==> src/rtl/sign_restore_pkg.sv <==
package sign_restore_pkg;

  typedef enum logic [1:0] {
    LANE4  = 2'd0,
    LANE8  = 2'd1,
    LANE16 = 2'd2
  } laneW_e;

  // Code 11 is 16-bit, 10 is 8-bit, anything with the high bit clear is 4-bit.
  function automatic laneW_e decodeWidth(input logic [1:0] code);
    if (!code[1])     return LANE4;
    else if (code[0]) return LANE16;
    else              return LANE8;
  endfunction

  typedef struct packed {
    logic   capture;      // accept input this cycle
    logic   stripSigned;  // clear lane sign bits on the way in
    laneW_e stripWidth;   // lane width of the incoming word
    logic   tapHit;       // some operation reaches its tap this cycle
    logic [2:0] tapSel;   // one-hot: which width tap wins (bit0=4, bit1=8, bit2=16)
    logic   tapSigned;    // winning operation was signed
  } ctrl_t;

endpackage

==> src/rtl/sign_restore_ctrl.sv <==
module sign_restore_ctrl
  import sign_restore_pkg::*;
#(
  parameter int LAT4  = 1,
  parameter int LAT8  = 3,
  parameter int LAT16 = 5
) (
  input  logic       clk,
  input  logic       rstN,
  input  logic       inValid,
  input  logic [1:0] widthSel,
  input  logic       signedMode,
  output ctrl_t      ctrlBus,
  output logic       magValid,
  output logic       outValid
);

  localparam int DEPTH = (LAT16 > LAT8) ? ((LAT16 > LAT4) ? LAT16 : LAT4)
                                        : ((LAT8  > LAT4) ? LAT8  : LAT4);

  logic   tagVld [0:DEPTH];
  laneW_e tagW   [0:DEPTH];
  logic   tagS   [0:DEPTH];

  laneW_e decoded;
  logic   hit4, hit8, hit16;

  always_comb begin
    decoded = decodeWidth(widthSel);
    hit4    = tagVld[LAT4]  && (tagW[LAT4]  == LANE4);
    hit8    = tagVld[LAT8]  && (tagW[LAT8]  == LANE8);
    hit16   = tagVld[LAT16] && (tagW[LAT16] == LANE16);

    ctrlBus.capture     = inValid;
    ctrlBus.stripSigned = signedMode;
    ctrlBus.stripWidth  = decoded;
    ctrlBus.tapHit      = hit4 | hit8 | hit16;

    // Oldest (longest latency) operation wins a collision.
    if (hit16) begin
      ctrlBus.tapSel    = 3'b100;
      ctrlBus.tapSigned = tagS[LAT16];
    end else if (hit8) begin
      ctrlBus.tapSel    = 3'b010;
      ctrlBus.tapSigned = tagS[LAT8];
    end else if (hit4) begin
      ctrlBus.tapSel    = 3'b001;
      ctrlBus.tapSigned = tagS[LAT4];
    end else begin
      ctrlBus.tapSel    = 3'b000;
      ctrlBus.tapSigned = 1'b0;
    end
  end

  always_ff @(posedge clk or negedge rstN) begin
    if (!rstN) begin
      for (int i = 0; i <= DEPTH; i++) begin
        tagVld[i] <= 1'b0;
        tagW[i]   <= LANE4;
        tagS[i]   <= 1'b0;
      end
      magValid <= 1'b0;
      outValid <= 1'b0;
    end else begin
      tagVld[0] <= inValid;
      tagW[0]   <= decoded;
      tagS[0]   <= signedMode;
      for (int i = 1; i <= DEPTH; i++) begin
        tagVld[i] <= tagVld[i-1];
        tagW[i]   <= tagW[i-1];
        tagS[i]   <= tagS[i-1];
      end
      magValid <= inValid;
      outValid <= hit4 | hit8 | hit16;
    end
  end

endmodule

==> src/rtl/sign_restore_dp.sv <==
module sign_restore_dp
  import sign_restore_pkg::*;
#(
  parameter int DATA_W = 32,
  parameter int LAT4   = 1,
  parameter int LAT8   = 3,
  parameter int LAT16  = 5
) (
  input  logic              clk,
  input  logic              rstN,
  input  ctrl_t             ctrlBus,
  input  logic [DATA_W-1:0] inWord,
  input  logic [DATA_W-1:0] coreResult,
  output logic [DATA_W-1:0] magWord,
  output logic [DATA_W-1:0] resultWord
);

  localparam int NSIGN = DATA_W / 4;
  localparam int DEPTH = (LAT16 > LAT8) ? ((LAT16 > LAT4) ? LAT16 : LAT4)
                                        : ((LAT8  > LAT4) ? LAT8  : LAT4);

  logic [NSIGN-1:0] signPipe [0:DEPTH];

  // One strip/extract/restore variant per lane width.
  for (genvar g = 0; g < 3; g++) begin : gen_w
    localparam int OPW = 4 << g;
    localparam int NL  = DATA_W / OPW;
    localparam int TAP = (g == 0) ? LAT4 : ((g == 1) ? LAT8 : LAT16);

    logic [DATA_W-1:0] stripG;
    logic [DATA_W-1:0] restG;
    logic [NSIGN-1:0]  signG;

    always_comb begin
      stripG = inWord;
      signG  = '0;
      for (int k = 0; k < NL; k++) begin
        signG[k]               = inWord[k*OPW + OPW - 1];
        stripG[k*OPW + OPW - 1] = 1'b0;
      end
    end

    always_comb begin
      restG = coreResult;
      for (int k = 0; k < NL/2; k++) begin
        restG[k*2*OPW + 2*OPW - 1] =
          (signPipe[TAP][2*k] ^ signPipe[TAP][2*k+1]) &
          (|coreResult[k*2*OPW +: 2*OPW-1]);
      end
    end
  end

  logic [DATA_W-1:0] stripSel;
  logic [NSIGN-1:0]  signSel;
  logic [DATA_W-1:0] restSel;

  always_comb begin
    case (ctrlBus.stripWidth)
      LANE16:  begin stripSel = gen_w[2].stripG; signSel = gen_w[2].signG; end
      LANE8:   begin stripSel = gen_w[1].stripG; signSel = gen_w[1].signG; end
      default: begin stripSel = gen_w[0].stripG; signSel = gen_w[0].signG; end
    endcase
    if (!ctrlBus.stripSigned) begin
      stripSel = inWord;
      signSel  = '0;
    end

    if (ctrlBus.tapSel[2])      restSel = gen_w[2].restG;
    else if (ctrlBus.tapSel[1]) restSel = gen_w[1].restG;
    else                        restSel = gen_w[0].restG;
    if (!ctrlBus.tapSigned) restSel = coreResult;
  end

  always_ff @(posedge clk or negedge rstN) begin
    if (!rstN) begin
      magWord    <= '0;
      resultWord <= '0;
      for (int i = 0; i <= DEPTH; i++) signPipe[i] <= '0;
    end else begin
      if (ctrlBus.capture) magWord <= stripSel;
      signPipe[0] <= ctrlBus.capture ? signSel : '0;
      for (int i = 1; i <= DEPTH; i++) signPipe[i] <= signPipe[i-1];
      if (ctrlBus.tapHit) resultWord <= restSel;
    end
  end

endmodule

==> src/rtl/sign_restore_unit.sv <==
module sign_restore_unit
  import sign_restore_pkg::*;
#(
  parameter int DATA_W = 32,
  parameter int LAT4   = 1,
  parameter int LAT8   = 3,
  parameter int LAT16  = 5
) (
  input  logic              clk,
  input  logic              rstN,
  input  logic              inValid,
  input  logic [DATA_W-1:0] inWord,
  input  logic [1:0]        widthSel,
  input  logic              signedMode,
  input  logic [DATA_W-1:0] coreResult,
  output logic              magValid,
  output logic [DATA_W-1:0] magWord,
  output logic              outValid,
  output logic [DATA_W-1:0] resultWord
);

  ctrl_t ctrlBus;

  sign_restore_ctrl #(.LAT4(LAT4), .LAT8(LAT8), .LAT16(LAT16)) u_ctrl (
    .clk        (clk),
    .rstN       (rstN),
    .inValid    (inValid),
    .widthSel   (widthSel),
    .signedMode (signedMode),
    .ctrlBus    (ctrlBus),
    .magValid   (magValid),
    .outValid   (outValid)
  );

  sign_restore_dp #(.DATA_W(DATA_W), .LAT4(LAT4), .LAT8(LAT8), .LAT16(LAT16)) u_dp (
    .clk        (clk),
    .rstN       (rstN),
    .ctrlBus    (ctrlBus),
    .inWord     (inWord),
    .coreResult (coreResult),
    .magWord    (magWord),
    .resultWord (resultWord)
  );

endmodule

==> config.mk <==
export PLATFORM = sky130hd
export DESIGN_NAME = sign_restore_unit
export DESIGN_NICKNAME = d
export VERILOG_FILES = /design/src/rtl/sign_restore_pkg.sv /design/src/rtl/sign_restore_ctrl.sv /design/src/rtl/sign_restore_dp.sv /design/src/rtl/sign_restore_unit.sv
export SDC_FILE = /design/constraint.sdc
export NUM_CORES = 1
export LEC_CHECK = 0
export BUFFER_PORTS_ARGS = -buffer_cell sky130_fd_sc_hd__buf_4
export CORE_AREA = 5 5 110 91
export CTS_CLUSTER_SIZE = 10
export DETAILED_ROUTE_END_ITERATION = 7
export DIE_AREA = 0 0 115 96
export GPL_TIMING_DRIVEN = 1
export PLACE_DENSITY = 0.77
export SYNTH_ARGS = -nofsm -noshare
export SYNTH_HDL_FRONTEND = slang
export SYNTH_SLANG_ARGS = --single-unit
==> constraint.sdc <==
create_clock -name clk -period 1.7 [get_ports clk]
set_clock_uncertainty 0.05 [all_clocks]
set_input_delay 0.17 -clock clk [delete_from_list [all_inputs] [get_ports clk]]
set_output_delay 0.17 -clock clk [all_outputs]
set_load 0.03 [all_outputs]
; ---- Word level (Yosys, flattened, before mapping)
; Index checks and enable logic that the tools add are counted.
[totals]
register_bits = 117
wordCells = 71
[op_classes]
n_eq_ne = 4
muxes = 13
bitwise = 16
reduce_logical = 11
[ops]
columns = operator, n
row1 = $mux 32, 4
row2 = $pmux 28 s2, 1
row3 = $reduce_or 31->1, 1
row4 = $reduce_or 15->1, 2
row5 = $reduce_or 7->1, 4
row6 = $mux 8, 2
row7 = $pmux 8 s2, 1
row8 = $mux 4, 2
row9 = $and 1x1->1, 7
row10 = $xor 1x1->1, 7
row11 = $mux 2, 3
row12 = $eq 2x1->1 const B, 2
row13 = $eq 2x2->1 const B, 2
row14 = $logic_and 1x1->1, 3
row15 = $logic_not 2->1, 1
row16 = $or 1x1->1, 2

; ---- Depth between registers and ports, before layout
[logic_depth]
word_depth = 8
ltp_mapped = 6
depth_no_buf = 6

; ---- Cells and area by module
; A second synthesis with hierarchy kept.
[hier_totals]
cells_unflattened = 295
area_unflattened_um2 = 4249.1
[by_module_without_submodules]
columns = mod, n_inst, cells_each, area_per_inst_um2
row1 = sign_restore_dp, 1, 252, 3505.9
row2 = sign_restore_ctrl, 1, 43, 743.2

; ---- Worst setup path before layout
; No wires, ideal clock.
[synth_path]
path_kind = register to register
startpoint = register u_ctrl.tagVld[2] (netlist bit)
endpoint = register u_dp.resultWord[31]
setup_time_ns = 0.087
t_arrival_ns = 1.410
t_required_ns = 1.563
setup_slack_ns = 0.153
path_stages_with_launch = 7
n_path_buf = 0
cell_sequence = dfrtp_1 > and3b_2 > nor3_4 > inv_4 > and4_1 > a211o_1 > o211ai_1
[synth_via]
elab_chain_len = 6
[synth_rtl]
columns = item, line_no
row1 = start: declaration, sign_restore_ctrl.sv:21  ; logic tagVld [0:DEPTH];
row2 = start signal: indexed assignment, sign_restore_ctrl.sv:69  ; tagVld[i] <= tagVld[i-1];
row3 = $logic_and 1x1->1 (*), sign_restore_ctrl.sv:31  ; hit8 = tagVld[LAT8] && (tagW[LAT8] == LANE8);
row4 = $mux 4, sign_restore_ctrl.sv:43  ; end else if (hit8) begin
row5 = $mux 4, sign_restore_ctrl.sv:40  ; if (hit16) begin
row6 = $mux 32, sign_restore_dp.sv:69  ; else if (ctrlBus.tapSel[1]) restSel = gen_w[1].restG;
row7 = $mux 32, sign_restore_dp.sv:68  ; if (ctrlBus.tapSel[2]) restSel = gen_w[2].restG;
row8 = $mux 32, sign_restore_dp.sv:71  ; if (!ctrlBus.tapSigned) restSel = coreResult;
row9 = end signal: assignment, sign_restore_dp.sv:83  ; if (ctrlBus.tapHit) resultWord <= restSel;
row10 = end: declaration, sign_restore_dp.sv:15  ; output logic [DATA_W-1:0] resultWord
; Mark *: on every way between the ends. The rest lies on a longest branch, timed or not.
; A chain may end at the register's enable or synchronous reset.

; ---- Worst setup path in the final report
[layout_path]
startpoint = input coreResult[26]
endpoint = register u_dp.resultWord[31]
[layout_via]
elab_chain_len = 5
[layout_rtl]
columns = item, line_no
row1 = start: declaration, sign_restore_unit.sv:15  ; input logic [DATA_W-1:0] coreResult,
row2 = $reduce_or 15->1 / $reduce_or 7->1 (equally long branches), sign_restore_dp.sv:48  ; (|coreResult[k*2*OPW +: 2*OPW-1]);
row3 = $and 1x1->1, sign_restore_dp.sv:47  ; (signPipe[TAP][2*k] ^ signPipe[TAP][2*k+1]) &
row4 = $mux 32, sign_restore_dp.sv:69
row5 = $mux 32 (*), sign_restore_dp.sv:68
row6 = $mux 32 (*), sign_restore_dp.sv:71
; Marked as above.

==> results.sh <==
export IMPL_cts_buffers=17
export IMPL_cts_tree="yes"
export IMPL_netlist_area_um2=4270
export IMPL_met2_usage=0.368
export IMPL_ir_worst_vdd_mv=0.803
export IMPL_cts_root_buf="clkbuf_8"
export IMPL_cp_max_fo=3
export IMPL_die_height_um=96
export IMPL_ys_warnings_count=0
export IMPL_max_slew_margin=0.657
export IMPL_post_cts_buffers=0
export IMPL_synth_xor_area_frac=0.0143
export IMPL_clkLatencyLatePin_ns=0.50
export IMPL_core_area_um2=8840
export IMPL_gr_usage_met1=0.249
export IMPL_min_period_over_period=0.955
export IMPL_antenna_cells=0
export IMPL_gr_usage_met3=0.0723
export IMPL_io_buffers=135
export IMPL_hold_viol_final=3
export IMPL_period_minus_slack_ns=1.62
export IMPL_clk_pin_slew_ns=0.06
export IMPL_syn_mean_instance_area_um2=12.6
export IMPL_ys_seq_area_frac=0.685
export IMPL_max_cap_violations=0
export IMPL_synth_top_area_cell="dfrtp_1"
export IMPL_synth_cell_type_count=38
export IMPL_die_width_um=115
export IMPL_synth_area_leaders="dfrtp_1 69%, nand2_1 8.1%, mux2_2 6.3%, nor4_4 2.0%, or4_4 1.1%"
export IMPL_synth_flop_cell="dfrtp_1"
export IMPL_synth_top_area_frac=0.685
export IMPL_fill_cells=527
export IMPL_synthCells=338
export IMPL_initial_core_util=0.483
export IMPL_grt_pass1_vias=3670
export IMPL_die_area_um2=11000
export IMPL_multi_input_area_um2=1250
export IMPL_dr_pass1_iters=4
export IMPL_drc_errors=0
export IMPL_h_tree_depth=4
export IMPL_hold_path_class="input pin to register"
export IMPL_vias=3407
export IMPL_dp_hpwl_um=6970
export IMPL_fmax_mhz=616
export IMPL_status="complete, but fails checks"
export IMPL_setup_viol=0
export IMPL_design_area_um2=6810
export IMPL_synth_most_common_cell="dfrtp_1"
export IMPL_place_congestion=0.839
export IMPL_drtIter0Drc=236
export IMPL_grt_max_degree=42
export IMPL_grt_busiest_layer="met2"
export IMPL_synth_top_family_by_area="simple AND/OR/NAND/NOR gates"
export IMPL_pre_cts_ws_ns=-0.00280
export IMPL_synthArstFlopShare=1.00
export IMPL_ys_top_cells_by_count="117 x dfrtp_1, 92 x nand2_1, 24 x mux2_2, 10 x nor2_1, 9 x inv_1"
export IMPL_cts_sinks=117
export IMPL_start_kind="input pin"
export IMPL_synth_edf_count=0
export IMPL_grt_ovfl_total=0
export IMPL_p_leak_nw=3.42
export IMPL_grt_pass1_wl_um=18200
export IMPL_synthToLayoutAreaGrowth_pct=59.3
export IMPL_avgViaCountPerCell=5.00
export IMPL_routed_wl_um=11300
export IMPL_clk_path_buf_depth=2
export IMPL_tightest_slew_ns=0.515
export IMPL_synth_compound_area_frac=0.0387
export IMPL_rsz0062_at_grt="true"
export IMPL_violations="negative hold slack"
export IMPL_arrival_ns=1.95
export IMPL_required_ns=2.03
export IMPL_antenna_found_initial=0
export IMPL_fin_nets=623
export IMPL_num_rows=31
export IMPL_synthAdderAreaFrac=0
export IMPL_final_seq_area_um2=2930
export IMPL_pin_count=136
export IMPL_synthMuxAreaShare=0.0679
export IMPL_syn_nets=408
export IMPL_slew_violations=0
export IMPL_grtUsageTotal=0.215
export IMPL_power_density_nw_per_um2=1250
export IMPL_hold_slack_ns=-0.00948
export IMPL_final_antenna_net_count=0
export IMPL_place_area_um2=5450
export IMPL_critPathKind="input pin to register"
export IMPL_final_layout_size_suffix_gt1_frac=0.357
export IMPL_wl_per_cell_um=16.6
export IMPL_ys_ff_latch=117
export IMPL_end_kind="register"
export IMPL_layout_setup_ws_ns=0.0770
export IMPL_synthSimpleGateAreaFrac=0.171
==> state kept, by name, summed over array words and instances (netlist names) <==
register / flops
u_ctrl.tagW: 12
u_dp.magWord: 32
u_dp.resultWord: 32
u_ctrl.tagVld: 5
u_ctrl.magValid: 1
u_ctrl.tagS: 6
u_dp.signPipe: 28
u_ctrl.outValid: 1
==> worst max-delay path, cell delays in order <==
cell	delay, ns
dlygate4sd3_1	0.56
or4_4	0.45
nor4_4	0.34
and4bb_1	0.24
a211o_1	0.12
o211ai_1	0.07
==> worst paths after layout <==
path / start / to / slack [ns] / cells past startpoint
setup / recovery: coreResult[26] / u_dp.resultWord[31] / 0.08 / 6
hold / removal: coreResult[6] / u_dp.resultWord[6] / -0.009 / 3
setup reg to reg: u_ctrl.tagW[9] / u_dp.resultWord[7] / 0.15 / 5
hold reg to reg: u_dp.signPipe[9] / u_dp.signPipe[1] / 0.29 / 0
max in group asynchronous: rstN / u_dp.resultWord[8] / 0.86 / 3
min in group asynchronous: rstN / u_dp.resultWord[18] / 0.13 / 2
==> placed cells by master, fill, tap and decap left out, drive strengths merged, types with 4 or more instances in the layout <==
cell type       n
nor2b           4
clkbuf         23
dlymetal6s4s   12
inv            10
dlygate4sd3    62
mux2           24
a21oi           7
nor4            5
o21ai           7
bufinv          5
buf           134
or4             4
nand2          92
nor2           10
and2            5
dfrtp         117
o22ai           6
xnor2           5
==> metrics by stage <==
stage           util  setup TNS, ns  total power (W)  std cells  hold WS, ns
3_3_place_gp   0.616              0          0.00455        583        0.110
2_1_floorplan      -              0          0.00393        338       -0.176
4_1_cts        0.768              0          0.00856        685        0.125
5_1_grt        0.770       -0.00482          0.00883        681     0.000163
3_5_place_dp   0.616       -0.00280          0.00459        583        0.125
6_report       0.770              0          0.00851        681     -0.00948
==> cell families after synthesis <==
kind of cell | count (synthesis)
AO/OA/AOI/OAI | 28
AND/OR/NAND/NOR | 138
XOR/XNOR | 7
buffers and inverters | 22
flip-flops | 117
multiplexers | 26
==> metal layers <==
metal | wire, um | part of all wire | up-vias
met5 | 0 | 0 | -
met4 | 200 | 0.018 | 0
met3 | 1140 | 0.10 | 20
met2 | 5690 | 0.50 | 158
met1 | 4280 | 0.38 | 1670
li1 | - | - | 1559
==> area by class of cell <==
cell class / instances / area share
flip-flops and latches: 117 / 0.430
repair buffers: 208 / 0.265
multi-input cells: 199 / 0.184
clock buffers: 23 / 0.0686
clock inverters: 9 / 0.0254
well taps: 115 / 0.0211
inverters: 10 / 0.00588
==> report_power, final <==
| part | switching [W] | leakage [nW] | total (W) | internal (W) |
|---|---|---|---|---|
| logic | 0.000863 | 1.65 | 0.00150 | 0.000639 |
| registers | 0.000152 | 1.46 | 0.00320 | 0.00305 |
| clock network | 0.00117 | 0.312 | 0.00381 | 0.00264 |
==> repair_timing <==
action	4_1_cts	5_1_grt
endpoints found under the hold margin	118	4
resized for setup	0	14
setup endpoints to repair	0	4
hold buffers	70	4
No activity file was read; power rests on OpenSTA's default activity.
